File: src/rtl/vecmsg_pkg.sv
package vecmsg_pkg;
  localparam int MAX_VEC = 2048;
  localparam int VEC_W = $clog2(MAX_VEC);
  localparam int CTRL_EN_BIT = 15;
  localparam int CTRL_FM_BIT = 14;
  localparam int SIZE_W = 11;

  typedef enum logic [1:0] {
    CFG_CTRL = 2'd0,
    CFG_TBL  = 2'd1,
    CFG_PEND = 2'd2,
    CFG_NONE = 2'd3
  } cfg_sel_e;

  typedef enum logic [1:0] {
    ST_IDLE,
    ST_SEND,
    ST_SCAN,
    ST_SCAN_SEND
  } seq_state_e;

  typedef struct packed {
    logic [63:0] addr;
    logic [31:0] data;
  } msg_t;
endpackage

File: src/rtl/vecmsg_cfg_regs.sv
module vecmsg_cfg_regs
  import vecmsg_pkg::*;
#(
  parameter int NVEC = 16,
  parameter logic [31:0] TBL_LOC_INIT = 32'h0000_0000,
  parameter logic [31:0] PEND_LOC_INIT = 32'h0000_0800
) (
  input  logic        clk,
  input  logic        rst_n,
  input  logic        wr_en,
  input  logic [1:0]  wr_sel,
  input  logic [31:0] wr_data,
  output logic [15:0] ctrl,
  output logic [31:0] tbl_loc,
  output logic [31:0] pend_loc,
  output logic        en,
  output logic        fmask,
  output logic        scan_start
);
  localparam logic [SIZE_W-1:0] SIZE_FIELD = SIZE_W'(NVEC - 1);
  localparam logic [2:0] BIR_MAX = 3'd5;

  logic        en_q, fm_q;
  logic [31:0] tbl_q, pend_q;

  function automatic logic [31:0] upd_loc(input logic [31:0] old_v, input logic [31:0] new_v);
    logic [2:0] bir;
    bir = (new_v[2:0] <= BIR_MAX) ? new_v[2:0] : old_v[2:0];
    return {new_v[31:3], bir};
  endfunction

  logic wr_ctrl;
  assign wr_ctrl = wr_en && (wr_sel == CFG_CTRL);
  // Function mask falling edge caused by this write.
  assign scan_start = wr_ctrl && fm_q && !wr_data[CTRL_FM_BIT];

  always_ff @(posedge clk or negedge rst_n) begin
    if (!rst_n) begin
      en_q   <= 1'b0;
      fm_q   <= 1'b1;
      tbl_q  <= TBL_LOC_INIT;
      pend_q <= PEND_LOC_INIT;
    end else if (wr_en) begin
      case (wr_sel)
        CFG_CTRL: begin
          en_q <= wr_data[CTRL_EN_BIT];
          fm_q <= wr_data[CTRL_FM_BIT];
        end
        CFG_TBL:  tbl_q  <= upd_loc(tbl_q, wr_data);
        CFG_PEND: pend_q <= upd_loc(pend_q, wr_data);
        default: ;
      endcase
    end
  end

  assign en       = en_q;
  assign fmask    = fm_q;
  assign ctrl     = {en_q, fm_q, 3'b000, SIZE_FIELD};
  assign tbl_loc  = tbl_q;
  assign pend_loc = pend_q;

  assert_bir_range_R3: assert property (@(posedge clk) disable iff (!rst_n)
    (wr_en && wr_sel == CFG_TBL && wr_data[2:0] > BIR_MAX) |=> (tbl_q[2:0] == $past(tbl_q[2:0])));
endmodule

File: src/rtl/vecmsg_seq.sv
module vecmsg_seq
  import vecmsg_pkg::*;
#(
  parameter int NVEC = 16
) (
  input  logic             clk,
  input  logic             rst_n,
  input  logic             en,
  input  logic             fmask,
  input  logic             scan_start,
  input  logic             req_valid,
  input  logic [VEC_W-1:0] req_vec,
  output logic             req_ready,
  input  logic             unm_valid,
  input  logic [VEC_W-1:0] unm_vec,
  output logic             unm_ready,
  output logic [VEC_W-1:0] rd_vec,
  input  logic             ent_mask,
  input  logic             ent_pend,
  input  logic             msg_done,
  output logic             load,
  output logic             pend_set,
  output logic             pend_clr,
  output logic [VEC_W-1:0] pend_vec,
  output logic             busy
);
  localparam logic [VEC_W:0]   NVEC_L = (VEC_W + 1)'(NVEC);
  localparam logic [VEC_W-1:0] LAST   = VEC_W'(NVEC - 1);

  seq_state_e       state;
  logic             arm_q, set_q, clr_q;
  logic [VEC_W-1:0] idx_q, pvec_q;

  function automatic logic in_range(input logic [VEC_W-1:0] v);
    return {1'b0, v} < NVEC_L;
  endfunction

  logic idle_ok, scanning;
  logic req_go, req_pend, req_send, unm_send, scan_hit;

  assign scanning  = (state == ST_SCAN) || (state == ST_SCAN_SEND);
  // A pending command must land in the array before the next lookup.
  assign idle_ok   = (state == ST_IDLE) && !arm_q && !set_q && !clr_q;
  assign unm_ready = idle_ok;
  assign req_ready = idle_ok && !unm_valid;

  always_comb begin
    if (scanning)       rd_vec = idx_q;
    else if (unm_valid) rd_vec = unm_vec;
    else                rd_vec = req_vec;
  end

  assign req_go   = req_valid && req_ready && in_range(req_vec) && en;
  assign req_pend = req_go && (fmask || ent_mask);
  assign req_send = req_go && !fmask && !ent_mask;
  assign unm_send = unm_valid && unm_ready && in_range(unm_vec) && en && !fmask
                    && !ent_mask && ent_pend;
  assign scan_hit = (state == ST_SCAN) && en && !fmask && !ent_mask && ent_pend;
  assign load     = req_send || unm_send || scan_hit;

  always_ff @(posedge clk or negedge rst_n) begin
    if (!rst_n) begin
      state  <= ST_IDLE;
      arm_q  <= 1'b0;
      set_q  <= 1'b0;
      clr_q  <= 1'b0;
      idx_q  <= '0;
      pvec_q <= '0;
    end else begin
      set_q <= req_pend;
      clr_q <= unm_send || scan_hit;
      if (req_pend || unm_send || scan_hit) pvec_q <= rd_vec;
      arm_q <= scan_start || (arm_q && state != ST_IDLE);
      case (state)
        ST_IDLE: begin
          if (arm_q) begin
            state <= ST_SCAN;
            idx_q <= '0;
          end else if (load) begin
            state <= ST_SEND;
          end
        end
        ST_SEND: if (msg_done) state <= ST_IDLE;
        ST_SCAN: begin
          if (scan_hit)            state <= ST_SCAN_SEND;
          else if (idx_q == LAST)  state <= ST_IDLE;
          else                     idx_q <= idx_q + 1'b1;
        end
        ST_SCAN_SEND: begin
          if (msg_done) begin
            if (idx_q == LAST) begin
              state <= ST_IDLE;
            end else begin
              idx_q <= idx_q + 1'b1;
              state <= ST_SCAN;
            end
          end
        end
        default: state <= ST_IDLE;
      endcase
    end
  end

  assign pend_set = set_q;
  assign pend_clr = clr_q;
  assign pend_vec = pvec_q;
  assign busy     = (state != ST_IDLE) || arm_q;

  assert_set_needs_enable_R4: assert property (@(posedge clk) disable iff (!rst_n)
    pend_set |-> $past(en));
  assert_set_clr_excl_R5: assert property (@(posedge clk) disable iff (!rst_n)
    !(pend_set && pend_clr));
  assert_ready_idle_R10: assert property (@(posedge clk) disable iff (!rst_n)
    (req_ready || unm_ready) |-> !busy);
  assert_scan_ascends_R9: assert property (@(posedge clk) disable iff (!rst_n)
    (state == ST_SCAN && $past(state) == ST_SCAN) |-> (idx_q == $past(idx_q) + 1'b1));
endmodule

File: src/rtl/vecmsg_msg_out.sv
module vecmsg_msg_out
  import vecmsg_pkg::*;
(
  input  logic clk,
  input  logic rst_n,
  input  logic load,
  input  msg_t msg_in,
  input  logic ready,
  output logic valid,
  output msg_t msg,
  output logic done
);
  logic valid_q;
  msg_t msg_q;

  assign done = valid_q && ready;

  always_ff @(posedge clk or negedge rst_n) begin
    if (!rst_n) begin
      valid_q <= 1'b0;
      msg_q   <= '0;
    end else if (load) begin
      valid_q <= 1'b1;
      msg_q   <= msg_in;
    end else if (done) begin
      valid_q <= 1'b0;
    end
  end

  assign valid = valid_q;
  assign msg   = msg_q;

  assert_msg_hold_R6: assert property (@(posedge clk) disable iff (!rst_n)
    (valid_q && !ready) |=> (valid_q && $stable(msg_q)));
endmodule

File: src/rtl/vecmsg_dispatch.sv
module vecmsg_dispatch
  import vecmsg_pkg::*;
#(
  parameter int NVEC = 16,
  parameter logic [31:0] TBL_LOC_INIT = 32'h0000_0000,
  parameter logic [31:0] PEND_LOC_INIT = 32'h0000_0800
) (
  input  logic             clk,
  input  logic             rst_n,
  input  logic             cfg_wr_en,
  input  logic [1:0]       cfg_wr_sel,
  input  logic [31:0]      cfg_wr_data,
  output logic [15:0]      cfg_ctrl,
  output logic [31:0]      cfg_tbl_loc,
  output logic [31:0]      cfg_pend_loc,
  input  logic             req_valid,
  output logic             req_ready,
  input  logic [VEC_W-1:0] req_vec,
  input  logic             unm_valid,
  output logic             unm_ready,
  input  logic [VEC_W-1:0] unm_vec,
  output logic [VEC_W-1:0] ent_vec,
  input  logic [63:0]      ent_addr,
  input  logic [31:0]      ent_data,
  input  logic             ent_mask,
  input  logic             ent_pend,
  output logic             msg_valid,
  input  logic             msg_ready,
  output logic [63:0]      msg_addr,
  output logic [31:0]      msg_data,
  output logic             pend_set,
  output logic             pend_clr,
  output logic [VEC_W-1:0] pend_vec,
  output logic             busy
);
  logic en, fmask, scan_start, load, done;
  msg_t msg_in, msg_q;

  vecmsg_cfg_regs #(
    .NVEC(NVEC), .TBL_LOC_INIT(TBL_LOC_INIT), .PEND_LOC_INIT(PEND_LOC_INIT)
  ) u_cfg (
    .clk(clk), .rst_n(rst_n), .wr_en(cfg_wr_en), .wr_sel(cfg_wr_sel),
    .wr_data(cfg_wr_data), .ctrl(cfg_ctrl), .tbl_loc(cfg_tbl_loc),
    .pend_loc(cfg_pend_loc), .en(en), .fmask(fmask), .scan_start(scan_start)
  );

  vecmsg_seq #(.NVEC(NVEC)) u_seq (
    .clk(clk), .rst_n(rst_n), .en(en), .fmask(fmask), .scan_start(scan_start),
    .req_valid(req_valid), .req_vec(req_vec), .req_ready(req_ready),
    .unm_valid(unm_valid), .unm_vec(unm_vec), .unm_ready(unm_ready),
    .rd_vec(ent_vec), .ent_mask(ent_mask), .ent_pend(ent_pend),
    .msg_done(done), .load(load), .pend_set(pend_set), .pend_clr(pend_clr),
    .pend_vec(pend_vec), .busy(busy)
  );

  assign msg_in = '{addr: ent_addr, data: ent_data};

  vecmsg_msg_out u_out (
    .clk(clk), .rst_n(rst_n), .load(load), .msg_in(msg_in), .ready(msg_ready),
    .valid(msg_valid), .msg(msg_q), .done(done)
  );

  assign msg_addr = msg_q.addr;
  assign msg_data = msg_q.data;

  assert_clr_with_msg_R8: assert property (@(posedge clk) disable iff (!rst_n)
    pend_clr |-> msg_valid);
  assert_busy_while_msg_R11: assert property (@(posedge clk) disable iff (!rst_n)
    msg_valid |-> busy);
endmodule

File: config.mk
export PLATFORM = sky130hd
export DESIGN_NAME = vecmsg_dispatch
export DESIGN_NICKNAME = d
export VERILOG_FILES = /design/src/rtl/vecmsg_pkg.sv /design/src/rtl/vecmsg_cfg_regs.sv /design/src/rtl/vecmsg_seq.sv /design/src/rtl/vecmsg_msg_out.sv /design/src/rtl/vecmsg_dispatch.sv
export SDC_FILE = /design/constraint.sdc
export NUM_CORES = 1
export LEC_CHECK = 0
export BUFFER_PORTS_ARGS = -buffer_cell sky130_fd_sc_hd__buf_2
export CORE_ASPECT_RATIO = 0.8
export CORE_MARGIN = 4
export CORE_UTILIZATION = 45
export CTS_CLUSTER_DIAMETER = 30
export DETAILED_ROUTE_END_ITERATION = 7
export GPL_ROUTABILITY_DRIVEN = 0
export PLACE_DENSITY = 0.77
export SLEW_MARGIN = 0
export SYNTH_ARGS = -nofsm -noshare
export SYNTH_HDL_FRONTEND = slang
export SYNTH_HIERARCHICAL = 1
export SYNTH_SLANG_ARGS = --single-unit
File: constraint.sdc
create_clock -name clk -period 6.55 [get_ports clk]
set_input_delay 0.9825 -clock clk [delete_from_list [all_inputs] [get_ports clk]]
set_output_delay 0.9825 -clock clk [all_outputs]
set_load 0.01 [all_outputs]
==> metrics.cfg <==
[setup_path]
worst_path_max_delay_cell=o21ai_0
cp_common_cell=buf_2
critical_path.top_delay_family=buffers and inverters
cp_max_fo=13
timing.critical_path.cells=buf_2, mux2i_1, o21ai_0, buf_2
cpPeakStageDelay_ps=430
cp-start-kind=input port
critical_path.reg2reg.endpoint=u_out/msg[3]
critical_path.endpoint_type=output port
timing.critical_path.required_ps=5570
crit_buf_inv=2
worstSetupPathType=input port to output port
r2r-start=u_seq/state[1]
timing.critical_path.arrival_ps=2090
worst-r2r-cell-count=7
ff2ff_setup_slack_ps=3750

[hold_path]
holdCritPathClass=flip-flop to flip-flop
holdPathStages=1
timing.hold.worst_endpoint=u_cfg/tbl_loc[2]
hold_start=u_cfg/tbl_loc[2]

[drt]
wl_per_cell_um=18.7
vias_per_cell=5.02
route.antenna.remaining_nets=0
detailroute.wirelength.met2_mm=10.2
routed_length_on_met1_mm=8.37
detail_route.first_pass.iterations=5
highest_layer=met5
routed_wirelength_mm=21.0
drcViolationCount=0
wl_met3_mm=2.00
routed-via-count=5636
detailedRoute.firstIterationViolations=246

[place]
dpl.cell_count=1090
placement.io_buffers=349
dp.final_hpwl_mm=15.8

[timing]
tightest_slew_ps=779
setup_repair_after_global_routing_missed_its_margin=no
timing.final.hold_violations=0
fin_worst_skew_ps=11.8
slew_headroom=0.467
post-route-min-period_ps=3070
timing.final.setup_violations=0
clock.fmax_mhz=326
setup_total_negative_slack_ps=0
final_report_max_slew_violation_count=0
timing.final.crit_share=0.468

[global_route]
globalRouteTotalUtil=0.201
globalRoute.totalOverflow=0
largest_net_degree_at_the_start_of_global_routing=98
antenna_violations_before_repair=2
grt_pass1_vias=5884
grt_first_pass_wirelength_mm=31.8

[finish]
syn_to_final_growth_pct=29.5
post_route_cells_drive_above_1_share=0.628
post_layout_nets=1045
fillCellCount=1443
layoutNonFillerInstCount=1123

[floorplan]
ios=364
row_count=43
dieWidth_um=158
core_sq_mm=0.0175
floorplan.initialDensity=0.464
dieArea_sq_mm=0.0203
die_height_um=128

[logic_synthesis]
syn_inst=540
synth.area.top_cells=dfrtp_1 58%, mux2_2 14%, mux2_4 12%
synth_top_cell_area_share=0.578
post_synth_num_cell_types=47
synth_edf_count=0
asyncSetResetFlopFracSynth=1.00
synth.cell_area_sq_mm=0.00815
post-synth-top-count-cell=dfrtp_1
postSynth.topFlopCell=dfrtp_1
leading_area_contributor_after_synthesis=dfrtp_1
post_synthesis_mean_instance_area_sq_um=15.1
ys_seq_area_frac=0.584
yosysWarnings=6
synthesis_stage_register_bit_count=190
synth_top_cells_by_count=188 x dfrtp_1, 102 x mux2_2, 67 x mux2_4

[outcome]
status=finished clean

[clock_tree]
clockBufferDepth=2
postCtsSetupRepairBufs=0
cts_root_buf=clkbuf_16
cts_num_sinks=190
htreeDepth=4
cts_resized=0
clk_pin_slew_worst_paths_ps=80
cts_tree=done
tritoncts.num_buffers=17
clk_latency_ps=420
cts_hold_buf=0

[job]
cap_viol_max_count=0

[power]
power_per_cell_area_mw_per_mm2=418
peakVddDrop_uv=233
static-leakage-power_nw=5.40

## cell usage in the layout (no fill, tap or decap), types with 6 or more instances in the layout
cell         n
buf_2      348
dfrtp_1    188
mux2_2     102
mux2_4      67
nand2_1     27
mux2i_1     19
clkbuf_16   17
o21ai_0     15
conb_1      14
nor2_1      12
clkinv_4     6
## final cells by class
type | count | area (sq um) | share of cell area
diodes | 1 | 2.50 | 0.000237
flip-flops and latches | 190 | 4760 | 0.451
clock inverters | 13 | 150 | 0.0142
multi-input cells | 317 | 3110 | 0.294
inverters | 5 | 18.8 | 0.00178
repair buffers | 353 | 1800 | 0.170
clock buffers | 19 | 433 | 0.0410
well taps | 225 | 282 | 0.0267
## sequential cells by signal, indices dropped and copies added (netlist names)
register        cells
u_cfg/en            1
u_cfg/fmask         1
u_cfg/pend_loc     32
u_cfg/tbl_loc      32
u_out/msg          96
u_out/valid         1
u_seq/arm_q         1
u_seq/idx_q        11
u_seq/pend_clr      1
u_seq/pend_set      1
u_seq/pend_vec     11
u_seq/state         2
## routing by layer
layer,GRT usage,vias to the layer above
met5,0,-
met4,0.0712,2
met3,0.0703,30
met2,0.327,239
met1,0.250,2791
li1,-,2574
## power by group
| group | switching, mW | leakage [nW] | internal (mW) | total [mW] |
|---|---|---|---|---|
| clock | 0.480 | 0.285 | 0.542 | 1.02 |
| combinational | 0.710 | 2.86 | 0.788 | 1.50 |
| sequential | 0.272 | 2.25 | 1.61 | 1.89 |
| total | 1.46 | 5.40 | 2.94 | 4.41 |
## how the worst max path moves through the flow
stage	from	to	slack (ps)	cells after the start
after floorplan	req_vec[6]	u_out/msg[64]	3670	8
after global placement	req_vec[6]	u_out/msg[22]	3280	7
after global routing	unm_valid	ent_vec[1]	3400	4
after detailed placement	req_vec[6]	u_out/msg[53]	3270	7
final	unm_valid	ent_vec[1]	3480	4
after CTS	unm_valid	ent_vec[1]	3480	4
## cell families after synthesis
logic type | after synthesis | share of synthesized area
flops | 190 | 0.584
other cells | 2 | 0.000922
compound gates | 35 | 0.0289
mux | 188 | 0.288
fa+ha+maj | 1 | 0.00154
buf+inv | 45 | 0.0419
simple gates | 79 | 0.0548
## through the flow
stage / setup slack, ps / power [mW] / instance area [sq um] / hold slack [ps] / utilization
after CTS: 3480 / 4.46 / 10500 / 498 / 0.601
after global placement: 3280 / 3.36 / 9960 / 465 / 0.568
after floorplan: 3670 / 2.71 / 8190 / 477 / -
after global routing: 3400 / 4.66 / 10500 / 512 / 0.601
final: 3480 / 4.41 / 10500 / 494 / 0.601
after detailed placement: 3270 / 3.41 / 9960 / 475 / 0.568
No activity file was read; power rests on OpenSTA's default activity.
